$ cat config.mk
export PLATFORM = sky130hd
export DESIGN_NAME = burst_chunk_seq
export DESIGN_NICKNAME = d
export VERILOG_FILES = /design/src/rtl/burst_seq_pkg.sv /design/src/rtl/chunk_order_gen.sv /design/src/rtl/lane_enable_gen.sv /design/src/rtl/beat_ctrl.sv /design/src/rtl/burst_chunk_seq.sv
export SDC_FILE = /design/constraint.sdc
export NUM_CORES = 1
export LEC_CHECK = 0
export BUFFER_PORTS_ARGS = -buffer_cell sky130_fd_sc_hd__buf_2
export CAP_MARGIN = 20
export CELL_PAD_IN_SITES_DETAIL_PLACEMENT = 0
export CELL_PAD_IN_SITES_GLOBAL_PLACEMENT = 1
export CORE_MARGIN = 1
export CORE_UTILIZATION = 41
export CTS_CLUSTER_SIZE = 24
export DETAILED_ROUTE_END_ITERATION = 16
export PLACE_DENSITY_LB_ADDON = 0.1
export SYNTH_ARGS = -nofsm -noshare
export SYNTH_HDL_FRONTEND = slang
export SYNTH_SLANG_ARGS = --single-unit
$ cat constraint.sdc
create_clock -name clk_i -period 3.3 [get_ports clk_i]
set_clock_uncertainty 0.2 [all_clocks]
set_input_delay 0.33 -clock clk_i [delete_from_list [all_inputs] [get_ports clk_i]]
set_output_delay 0.33 -clock clk_i [all_outputs]
set_load 0.03 [all_outputs]
$ cat src/rtl/burst_seq_pkg.sv
package burst_seq_pkg;
  typedef enum logic [1:0] {
    XK_LINE = 2'b00,
    XK_HALF = 2'b01,
    XK_PART = 2'b10,
    XK_PRT2 = 2'b11
  } xfer_kind_e;

  function automatic logic is_partial(input logic [1:0] kind);
    return kind[1];
  endfunction

  function automatic logic is_half(input logic [1:0] kind);
    return (kind == XK_HALF);
  endfunction
endpackage

$ cat src/rtl/chunk_order_gen.sv
module chunk_order_gen #(
  parameter int IDX_W = 2
) (
  input  logic [IDX_W-1:0] start_i,
  input  logic [IDX_W-1:0] beat_i,
  output logic [IDX_W-1:0] idx_o
);
  // interleaved order: each index bit toggles with the matching beat bit
  for (genvar b = 0; b < IDX_W; b++) begin : g_bit
    assign idx_o[b] = start_i[b] ^ beat_i[b];
  end
endmodule

$ cat src/rtl/lane_enable_gen.sv
module lane_enable_gen #(
  parameter int LANES = 8
) (
  input  logic             full_i,
  input  logic [LANES-1:0] be_i,
  output logic [LANES-1:0] be_o
);
  for (genvar l = 0; l < LANES; l++) begin : g_lane
    assign be_o[l] = full_i | be_i[l];
  end
endmodule

$ cat src/rtl/beat_ctrl.sv
module beat_ctrl
  import burst_seq_pkg::*;
#(
  parameter int LINE_CHUNKS = 4,
  localparam int IDX_W = $clog2(LINE_CHUNKS)
) (
  input  logic             clk_i,
  input  logic             rst_ni,
  input  logic             req_valid_i,
  input  logic [1:0]       req_kind_i,
  input  logic             beat_ready_i,
  output logic             req_ready_o,
  output logic             req_fire_o,
  output logic             busy_o,
  output logic [IDX_W-1:0] cnt_o,
  output logic             last_o
);
  localparam logic [IDX_W-1:0] LAST_LINE = IDX_W'(LINE_CHUNKS - 1);
  localparam logic [IDX_W-1:0] LAST_HALF = IDX_W'(LINE_CHUNKS / 2 - 1);

  logic             busy_q;
  logic [IDX_W-1:0] cnt_q;
  logic [1:0]       kind_q;
  logic [IDX_W-1:0] last_idx;
  logic             beat_fire;

  always_comb begin
    if (is_partial(kind_q))   last_idx = '0;
    else if (is_half(kind_q)) last_idx = LAST_HALF;
    else                      last_idx = LAST_LINE;
  end

  assign last_o      = busy_q && (cnt_q == last_idx);
  assign beat_fire   = busy_q && beat_ready_i;
  assign req_ready_o = !busy_q || (beat_fire && last_o);
  assign req_fire_o  = req_valid_i && req_ready_o;

  always_ff @(posedge clk_i or negedge rst_ni) begin
    if (!rst_ni) begin
      busy_q <= 1'b0;
      cnt_q  <= '0;
      kind_q <= XK_LINE;
    end else if (req_fire_o) begin
      busy_q <= 1'b1;
      cnt_q  <= '0;
      kind_q <= req_kind_i;
    end else if (beat_fire) begin
      if (last_o) begin
        busy_q <= 1'b0;
        cnt_q  <= '0;
      end else begin
        cnt_q <= cnt_q + 1'b1;
      end
    end
  end

  assign busy_o = busy_q;
  assign cnt_o  = cnt_q;
endmodule

$ cat src/rtl/burst_chunk_seq.sv
module burst_chunk_seq
  import burst_seq_pkg::*;
#(
  parameter int ADDR_W      = 36,
  parameter int CHUNK_BYTES = 8,
  parameter int LINE_CHUNKS = 4,
  localparam int OFF_W  = $clog2(CHUNK_BYTES),
  localparam int IDX_W  = $clog2(LINE_CHUNKS),
  localparam int BUS_AW = ADDR_W - OFF_W
) (
  input  logic                   clk_i,
  input  logic                   rst_ni,
  input  logic                   req_valid_i,
  output logic                   req_ready_o,
  input  logic [BUS_AW-1:0]      req_addr_i,
  input  logic [1:0]             req_kind_i,
  input  logic [CHUNK_BYTES-1:0] req_be_i,
  output logic                   beat_valid_o,
  input  logic                   beat_ready_i,
  output logic [BUS_AW-1:0]      beat_addr_o,
  output logic [CHUNK_BYTES-1:0] beat_be_o,
  output logic                   beat_last_o,
  output logic [IDX_W-1:0]       beat_num_o
);
  logic                   req_fire;
  logic                   busy;
  logic [IDX_W-1:0]       cnt;
  logic                   last;
  logic [BUS_AW-1:0]      addr_q;
  logic                   full_q;
  logic [CHUNK_BYTES-1:0] be_q;
  logic [IDX_W-1:0]       chunk_idx;

  beat_ctrl #(.LINE_CHUNKS(LINE_CHUNKS)) u_ctrl (
    .clk_i        (clk_i),
    .rst_ni       (rst_ni),
    .req_valid_i  (req_valid_i),
    .req_kind_i   (req_kind_i),
    .beat_ready_i (beat_ready_i),
    .req_ready_o  (req_ready_o),
    .req_fire_o   (req_fire),
    .busy_o       (busy),
    .cnt_o        (cnt),
    .last_o       (last)
  );

  always_ff @(posedge clk_i or negedge rst_ni) begin
    if (!rst_ni) begin
      addr_q <= '0;
      full_q <= 1'b0;
      be_q   <= '0;
    end else if (req_fire) begin
      addr_q <= req_addr_i;
      full_q <= !is_partial(req_kind_i);
      be_q   <= req_be_i;
    end
  end

  chunk_order_gen #(.IDX_W(IDX_W)) u_order (
    .start_i (addr_q[IDX_W-1:0]),
    .beat_i  (cnt),
    .idx_o   (chunk_idx)
  );

  lane_enable_gen #(.LANES(CHUNK_BYTES)) u_lanes (
    .full_i (full_q),
    .be_i   (be_q),
    .be_o   (beat_be_o)
  );

  assign beat_valid_o = busy;
  assign beat_addr_o  = {addr_q[BUS_AW-1:IDX_W], chunk_idx};
  assign beat_last_o  = last;
  assign beat_num_o   = cnt;
endmodule

# After elaboration in Yosys (flattened, before gate mapping)
# Cells that the tools add are included.
# op_classes
addsub	1
eq_ne	2
mux	8
bitwise_logic	10
n_reduce_logical	10
# ops
cell	count
$mux W2	5
$or A1 B1 Y1	8
$logic_and A1 B1 Y1	4
$reduce_bool A2 Y1	2
$mux W1	3
$add A2 B1 Y2 const B	1
$eq A2 B1 Y1 const B	1
$eq A2 B2 Y1	1
$logic_not A1 Y1	2
$reduce_and A2 Y1	1
$xor A1 B1 Y1	2
$logic_or A1 B1 Y1	1
# totals
register_bits	47
out_inout_bits	46
elab_cells	37

# Logic depth before layout (Yosys ltp)
# Gate-level depths: netlist (run 1).
# logic_depth
depth_word	10
depth_mapped	6
depth_no_buf	4

# Hierarchy
# A second synthesis (run 1) with hierarchy kept.
# hier_totals
cells_unflattened	166
area_unflattened_um2	2408.6
# modules_own_cells
module	instances	cells_per_inst	area_per_inst_um2	seq_area_each_um2
burst_chunk_seq	1	121	1996.9	1051.0
beat_ctrl	1	35	344.1	125.1
lane_enable_gen	1	8	50.0	0.0
chunk_order_gen	1	2	17.5	0.0

# Least setup slack after synthesis (run 1)
# OpenSTA, ideal clock, no wires.
# synth_path
path_type	register to register
from	register u_ctrl.cnt_q[0] (netlist: u_ctrl.cnt_o[0])
to	register addr_q[10]
arrival_time_ps	1818
slack_ps	1157
path_stages_with_launch	7
n_path_buf	2
cell_sequence	dfrtp_1 > buf_2 > nand2b_1 > o221ai_4 > nand2_4 > buf_6 > mux2_4
# synth_via
elab_chain_len	5
# synth_rtl
element	line_no	source
start: declaration	beat_ctrl.sv:22	logic [IDX_W-1:0] cnt_q;
start signal: assignment	beat_ctrl.sv:52	cnt_q <= cnt_q + 1'b1;
$eq A2 B2 Y1	beat_ctrl.sv:33	assign last_o = busy_q && (cnt_q == last_idx);
$logic_and A1 B1 Y1	beat_ctrl.sv:33	
$logic_and A1 B1 Y1	beat_ctrl.sv:35	assign req_ready_o = !busy_q || (beat_fire && last_o);
$logic_or A1 B1 Y1	beat_ctrl.sv:35	
via req_ready_o	burst_chunk_seq.sv:14	output logic req_ready_o,
$logic_and A1 B1 Y1	beat_ctrl.sv:36	assign req_fire_o = req_valid_i && req_ready_o;
end signal: assignment	burst_chunk_seq.sv:53	addr_q <= req_addr_i;
end: declaration	burst_chunk_seq.sv:29	logic [BUS_AW-1:0] addr_q;
# The timed path passes the listed nets, and every way through them passes these cells.
# A chain may end at the register's enable or synchronous reset.

# Worst setup path after layout (run 1)
# layout_path
from	register u_ctrl.cnt_q[1] (netlist: u_ctrl.cnt_o[1])
to	register addr_q[1]
# layout_via
elab_chain_len	5
# layout_rtl
element	line_no
$eq A2 B2 Y1	beat_ctrl.sv:33
$logic_and A1 B1 Y1	beat_ctrl.sv:33
$logic_and A1 B1 Y1	beat_ctrl.sv:35
$logic_or A1 B1 Y1	beat_ctrl.sv:35
$logic_and A1 B1 Y1	beat_ctrl.sv:36
# Every way passes these cells.

==> results of run 1 <==
metal layers:
metal / vias up / share of wire [%]
met5: - / 0
met4: 0 / 0.99
met3: 5 / 5.9
met2: 52 / 48
met1: 660 / 45
li1: 633 / -
cell type report:
| cell class | count | area [sq um] |
|---|---|---|
| clock buffer | 6 | 72.6 |
| clock inverter | 2 | 12.5 |
| fill | 509 | 2790 |
| inverter | 1 | 3.75 |
| multi-input combinational | 75 | 872 |
| sequential | 47 | 1180 |
| tap | 72 | 90.1 |
| timing repair buffer | 94 | 490 |
final timing paths:
check	startpoint	endpoint	slack, ps
max	u_ctrl.cnt_o[1]	addr_q[1]	1030
min	req_be_i[6]	be_q[6]	40
max reg2reg	u_ctrl.cnt_o[1]	addr_q[1]	1030
min reg2reg	be_q[6]	be_q[6]	290
max in group asynchronous	rst_ni	addr_q[10]	2240
min in group asynchronous	rst_ni	addr_q[12]	210
cell families after synthesis:
logic type / after synthesis / share of synthesized area [%]
compound gates: 7 / 3.05
xor+xnor: 3 / 1.44
buf+inv: 38 / 12.6
flops: 47 / 50.2
mux: 44 / 27.4
simple gates: 21 / 5.40
cell usage after synthesis (2+ instances only):
master    instances  area share [%]
nand2_1           3            0.48
mux2_4           39              25
nand2b_1          4             1.1
or2_2             8             2.1
mux2_1            4             1.9
buf_4            32              10
xor2_1            2            0.75
a22o_1            2            0.75
dfrtp_1          47              50
buf_6             4             1.9
through the flow:
step / instances / setup slack, ps / utilization, % / area (sq um)
global route: 297 / 909 / 49.4 / 2720
floorplan: 160 / 1160 / - / 2340
CTS: 295 / 1010 / 48.8 / 2690
global placement: 287 / 1120 / 47.3 / 2600
finish: 297 / 1030 / 49.4 / 2720
detailed placement: 287 / 1030 / 47.3 / 2600
sequential cells by signal, summed over array words and instances (netlist names):
signal,flops
u_ctrl.cnt_o,2
full_q,1
u_ctrl.busy_o,1
u_ctrl.kind_q,2
be_q,8
addr_q,33
power breakdown:
group          switching, mW  total (mW)  internal [mW]  leakage (nW)
registers              0.204        1.07          0.871         0.557
logic                   1.01        1.82          0.815         0.865
clock network          0.187       0.335          0.148        0.0412
total                   1.40        3.23           1.83          1.46
cells in the final DEF (no fill, tap or decap), types with 2 or more instances in the layout:
| cell type | instances |
|---|---|
| nand2b_1 | 4 |
| mux2_1 | 4 |
| nand2_1 | 3 |
| clkbuf_8 | 5 |
| mux2_4 | 39 |
| or2_2 | 8 |
| xor2_1 | 2 |
| buf_2 | 92 |
| dfrtp_1 | 47 |
| a22o_1 | 2 |
worst max-delay path, cell delays in order (launching register included):
cell      delay, ps
dfrtp_1         490
xnor2_2         280
o221ai_4        170
nand2_4         600
mux2_1          380
==> results.txt, run 1 <==
final setup fails - 0
# IOs - 93
CP Max Fanout - 44
net count after synthesis - 207
Final Hold Slack - 39.5 ps
Final Slew Violations - 0
post-synthesis sequential area ratio - 50.2%
largest net degree at the start of global routing - 48
Cell Area, Synth - 2340 sq um
core box area - 5510 sq um
Reg clk slew, reported paths - 90 ps
grt total ovfl - 0
row cnt - 27
die height - 77.6 microns
remaining antenna violation count - 0
die footprint - 6020 sq um
Arr. time, crit path - 2250 ps
Starting DRT DRC Count - 28
Remaining DRCs - 0
Antenna diodes - 0
post-CTS sizing - 0
Netlist cell types - 25
fmax - 440 MHz
Tot Pwr - 3.23 mW
Root Driver - clkbuf_8
routability congestion estimate - 0.685
clock net sink count - 47
busiest grt layer - met2
Hold Path Stages - 2
Worst-Margin Slew - 790 ps
worst reg2reg path depth - 4
CTS Buf Count - 5
routing usage on met3 - 4.00%
TritonRoute pass-1 iters - 2
GR Util met1 - 18.4%
M2 GR Usage - 22.0%
layout cells sized above 1 - 66.7%
HP Class - in2reg
post-CTS setup buffers - 0
Avg Cell Area, Syn - 14.6 sq um
RSZ-0062 raised after global routing - false
Via density - 4.55
Detail Placement HPWL - 2840 microns
first-pass GRT wire length - 6500 microns
Seq cells post-synth - 47
CTS H-tree depth - 2
die width - 77.6 microns
leakage - 1.46 nW
worst endpoint required time - 3270 ps
DR WL/cell - 13.5 microns
ys flop type - dfrtp_1
number of synthesized flops with an enable pin - 0
vias in the first global route - 1350
Rel. slew slack - 47.3%
Tot GR Track Use - 13.9%
Area Overhead vs Synth - 16.0%
Port Buf Inserts - 92
CTS tree - done
initial antenna violation count - 0
Setup crit end kind - flop
post-route clock period utilization - 68.8%
nets - 271
PwrDens - 1190 nW/um^2
Worst IR Drop VDD - 0.627 mV
final hold violation count - 0
max_cap viols - 0
Final TNS setup - 0 ps
Synth async-reset ratio - 100%
fin crit period - 2270 ps
Initial Util - 42.5%
hold_buf cts - 0
DR vias - 1350
status - complete, no violations
Ys Warns - 0
CP Class - reg2reg
Clock Latency Late Sink - 290 ps
crit start category - flop
Max Root-Sink Buffers - 2
Syn Inst Count - 160
final WL - 4020 microns
(Power assumes the default switching activity.)
==> inputs of run 2 (changes only) <==
- ABC_AREA: default -> 1
- CORE_UTILIZATION: 41 -> 31
- clock period: 3.3 -> 1.8 ns (I/O delays scaled with it)
==> results.txt, run 2 <==
Via density - 4.23
die height - 89.1 microns
Syn Inst Count - 266
CTS tree - done
compound-cell area share of the yosys netlist - 1.06%
core box area - 7290 sq um
Ys Warns - 0
worst reg2reg path depth - 9
nets - 418
Arr. time, crit path - 1340 ps
ys flop type - dfrtp_1
fin crit period - 1720 ps
post-synthesis sequential area ratio - 50.0%
Synth top cells by count - nand2_1, dfrtp_1, nand3_1
Detail Placement HPWL - 3490 microns
Synth Area in XOR/XNOR - 1.49%
largest net degree at the start of global routing - 46
Root Driver - clkbuf_8
Area after DPL - 2690 sq um
worst endpoint required time - 1420 ps
Final Slew Violations - 0
CP Class - reg2out
Biggest register - addr_q
largest area contributor in the netlist - dfrtp_1
TritonRoute pass-1 iters - 4
combinational share of power - 56.1%
Max Root-Sink Buffers - 2
HP Class - in2async
Area Overhead vs Synth - 38.4%
Sw Ratio - 48.5%
DR WL/cell - 11.9 microns
Reg clk slew, reported paths - 80 ps
Synth async-reset ratio - 100%
Avg Cell Area, Syn - 8.84 sq um
Worst IR Drop VDD - 0.751 mV
final WL - 5590 microns
remaining antenna violation count - 0
PwrDens - 1790 nW/um^2
final setup fails - 0
die width - 89.1 microns
number of flip-flops in the largest register - 33
status - complete, no violations
layout cells sized above 1 - 34.7%
largest family of logic cells by synthesized area - simple AND/OR/NAND/NOR gates
crit start category - flop
Internal - 3.00 mW
Final Util - 44.6%
Rel. slew slack - 69.5%
mux contribution to synthesized area - 0%
Tot GR Track Use - 14.6%
leakage - 1.76 nW
first-pass GRT wire length - 8780 microns
final hold violation count - 0
Net Switching - 2.83 mW
max_cap viols - 0
routability congestion estimate - 0.759
vias in the first global route - 1876
fmax - 581 MHz
Reg power frac - 32.1%
DR vias - 1990
# IOs - 93
Clock power frac - 11.7%
grt total ovfl - 0
Starting DRT DRC Count - 78
number of synthesized flops with an enable pin - 0
initial antenna violation count - 0
Cell Area, Synth - 2350 sq um
Antenna diodes - 0
CP Max Fanout - 6
clock net sink count - 47
CTS Buf Count - 5
simple-gate share of the synthesized area - 31.8%
Port Buf Inserts - 92
Clock Latency Late Sink - 290 ps
RSZ-0062 raised after global routing - true
synth top area cells - dfrtp_1, nand2_1, buf_4, nand3_1, nand3_2
net count after synthesis - 313
Remaining DRCs - 0
die footprint - 7940 sq um
Synth Area in Adders - 0%
Worst-Margin Slew - 457 ps
most common cell after layout, fill and taps aside - nand2_1
Seq cells post-synth - 47
CTS H-tree depth - 2
Setup crit end kind - output pin
most frequent cells in the layout - nand2_1, buf_2, dlygate4sd3_1
Initial Util - 32.3%
Netlist cell types - 19
biggest regs - addr_q x33, be_q x8
post-route clock period utilization - 95.6%
row cnt - 31
Yosys top cell area share - 50.0%
most common cell in the synthesized netlist - nand2_1
fin area - 3260 sq um
R2R setup slack - 200 ps
[run 2: cell count changes after synthesis, moves of 3 or more]
cell	change
mux2_4	-39
nand3_1	+36
inv_1	+4
mux2_1	-4
nand2_1	+95
buf_2	+3
nand2b_1	-4
nor2_1	+4
nand3_2	+10
[run 2: power groups by stage]
| stage | clock network [mW] | logic (mW) | registers [mW] |
|---|---|---|---|
| after floorplan | 0 | 2.78 | 1.87 |
| after global placement | 0 | 3.19 | 1.88 |
| after detailed placement | 0 | 3.20 | 1.89 |
| after CTS | 0.728 | 3.32 | 1.87 |
| after global routing | 0.761 | 3.61 | 1.95 |
| final | 0.686 | 3.27 | 1.88 |
[run 2: worst max-delay path: stages, from the launching register on]
cell and delay [ps]:
dfrtp_2 460, nand2_1 90, inv_1 40, nor2_1 80, nand3_1 100, nor2_1 110, buf_4 170
[run 2: cell families after synthesis]
group,count (synthesis)
buffers and inverters,50
XOR/XNOR,4
flip-flops,47
AO/OA/AOI/OAI,5
AND/OR/NAND/NOR,160
[run 2: path summary, 6_finish.rpt]
kind / endpoint / startpoint
worst max-delay path: beat_last_o / u_ctrl.cnt_o[0]
worst min-delay path: addr_q[26] / rst_ni
worst max register to register: u_ctrl.kind_q[1] / u_ctrl.cnt_o[0]
worst min register to register: be_q[4] / be_q[4]
max in group asynchronous: u_ctrl.cnt_o[0] / rst_ni
min in group clk_i: u_ctrl.cnt_o[0] / beat_ready_i
[run 2: through the flow]
| stage | hold WS (ps) | setup WS, ps | std cells | power, mW | setup TNS [ps] |
|---|---|---|---|---|---|
| detailed placement | -42.7 | 193 | 417 | 5.09 | 0 |
| CTS | 154 | 20.9 | 471 | 5.92 | 0 |
| finish | 160 | 78.6 | 471 | 5.84 | 0 |
| global route | 206 | -28.5 | 471 | 6.32 | -52.1 |
| global placement | -32.8 | 231 | 417 | 5.07 | 0 |
| floorplan | -316 | 134 | 266 | 4.64 | 0 |
[run 2: what timing repair did]
action                     4_1_cts  5_1_grt
hold buffers                    45        0
setup buffers                    1        0
resized for setup                3        4
setup endpoints to repair        1       29
hold endpoints to repair        63        0
[run 2: area by class of cell]
class / instances / area (sq um)
flip-flops and latches: 47 / 1180
well taps: 99 / 124
clock buffers: 8 / 100
inverters: 5 / 18.8
repair buffers: 143 / 1020
multi-input cells: 169 / 810
fillers: 778 / 4040
[run 2: routing by layer]
layer,track usage (%),wire length (microns)
met2,24.6,2590
met5,0,0
met4,4.04,61
met1,18.4,2650
met3,3.79,287
==> inputs of run 3 (changes only) <==
- GPL_TIMING_DRIVEN: default -> 0
==> results.txt, run 3 (same netlist as run 2, synthesis figures left out) <==
Root Driver - clkbuf_8
PwrDens - 1830 nW/um^2
Detail Placement HPWL - 3930 microns
Via density - 4.15
crit start category - flop
biggest regs - addr_q x33, be_q x8
final setup fails - 0
post-route clock period utilization - 98.3%
vias in the first global route - 1931
RSZ-0062 raised after global routing - true
row cnt - 31
worst reg2reg path depth - 10
most common cell after layout, fill and taps aside - nand2_1
number of flip-flops in the largest register - 33
most frequent cells in the layout - nand2_1, buf_2, dfrtp_1, dlygate4sd3_1
Final Slew Violations - 0
Arr. time, crit path - 1390 ps
Antenna diodes - 0
fin crit period - 1770 ps
clock net sink count - 47
die width - 89.1 microns
Reg clk slew, reported paths - 90 ps
Final Hold Slack - 16.8 ps
Worst IR Drop VDD - 0.978 mV
largest net degree at the start of global routing - 26
CP peak stage delay - 470 ps
fillers - 778
remaining antenna violation count - 0
nets - 459
CTS H-tree depth - 2
CP max stage cell - dfrtp_2
Starting DRT DRC Count - 109
Tot GR Track Use - 15.0%
TritonRoute pass-1 iters - 4
die height - 89.1 microns
final WL - 5790 microns
CTS Buf Count - 5
routability congestion estimate - 0.648
Biggest register - addr_q
CP Max Fanout - 6
CTS tree - done
leakage - 1.96 nW
Final Util - 48.9%
die footprint - 7940 sq um
# IOs - 93
Setup crit end kind - output pin
layout cells sized above 1 - 41.2%
Rel. slew slack - 62.7%
Port Buf Inserts - 91
fmax - 565 MHz
Hold Path Stages - 3
CP Class - reg2out
Tot Pwr - 6.53 mW
final hold violation count - 0
Max Root-Sink Buffers - 2
Initial Util - 32.3%
max_cap viols - 0
DR vias - 2125
HP Class - in2reg
Worst-Margin Slew - 560 ps
Remaining DRCs - 0
worst endpoint required time - 1420 ps
DR WL/cell - 11.3 microns
Final TNS setup - 0 ps
initial antenna violation count - 0
first-pass GRT wire length - 9020 microns
Area Overhead vs Synth - 51.6%
crit-path cells - nand2_1, nand2_1, nor2_1, nand3_1, nand2_2, buf_6, buf_6
status - complete, no violations
core box area - 7290 sq um
grt total ovfl - 0
Clock Latency Late Sink - 300 ps
[run 3: cell types whose count changed in the layout (fill, tap and decap cells not counted), sizes merged]
cell         before  now
buf              98  138
clkinv            0    1
bufinv            0    1
dlygate4sd3      45   44
[run 3: layout make-up]
| class | instances | area [sq um] | area share, % |
|---|---|---|---|
| Buffer | 45 | 364 | 10.2 |
| Clock buffer | 6 | 82.6 | 2.32 |
| Clock inverter | 2 | 35.0 | 0.982 |
| Inverter | 5 | 18.8 | 0.526 |
| Multi-Input combinational cell | 169 | 815 | 22.8 |
| Sequential cell | 47 | 1180 | 33.1 |
| Tap cell | 99 | 124 | 3.47 |
| Timing Repair Buffer | 139 | 947 | 26.6 |
[run 3: timing repair]
item,4_1_cts,5_1_grt
endpoints found under the setup margin,2,32
hold endpoints to repair,66,0
setup buffers,3,0
hold buffers,44,0
resized for setup,5,9
pin swaps,2,0
cloned,0,0
[run 3: path summary, 6_finish.rpt]
kind,from,to,slack (ps)
worst max-delay path,u_ctrl.kind_q[1],req_ready_o,30
worst min-delay path,req_valid_i,addr_q[2],20
worst max register to register,u_ctrl.kind_q[1],addr_q[31],120
worst min register to register,be_q[2],be_q[2],270
max in group asynchronous,rst_ni,u_ctrl.kind_q[1],670
min in group asynchronous,rst_ni,addr_q[27],190
[run 3: metrics by stage]
stage | setup slack [ps] | area [sq um] | cells
2_1_floorplan | 134 | 2350 | 266
3_3_place_gp | 95.0 | 2930 | 456
3_5_place_dp | 98.0 | 2950 | 457
4_1_cts | -6.59 | 3550 | 512
5_1_grt | -61.9 | 3570 | 512
6_report | 30.9 | 3570 | 512
[run 3: worst max-delay path, delay by kind of cell (launching register included)]
kind / cells / cell delay (ps)
flip-flops: 1 / 470
AND/OR/NAND/NOR: 5 / 400
buffers and inverters: 2 / 220
[run 3: layer usage]
metal	vias up	share of wire [%]	global-route usage, %
met5	-	0	0
met3	8	4.6	3.32
met2	59	46	24.7
li1	1106	-	-
met1	952	48	19.8
met4	0	1.4	4.91
[run 3: where the power goes]
group | internal (mW) | switching (mW)
Sequential | 1.56 | 0.320
Clock | 0.450 | 0.363
Combinational | 1.57 | 2.27
Total | 3.58 | 2.96
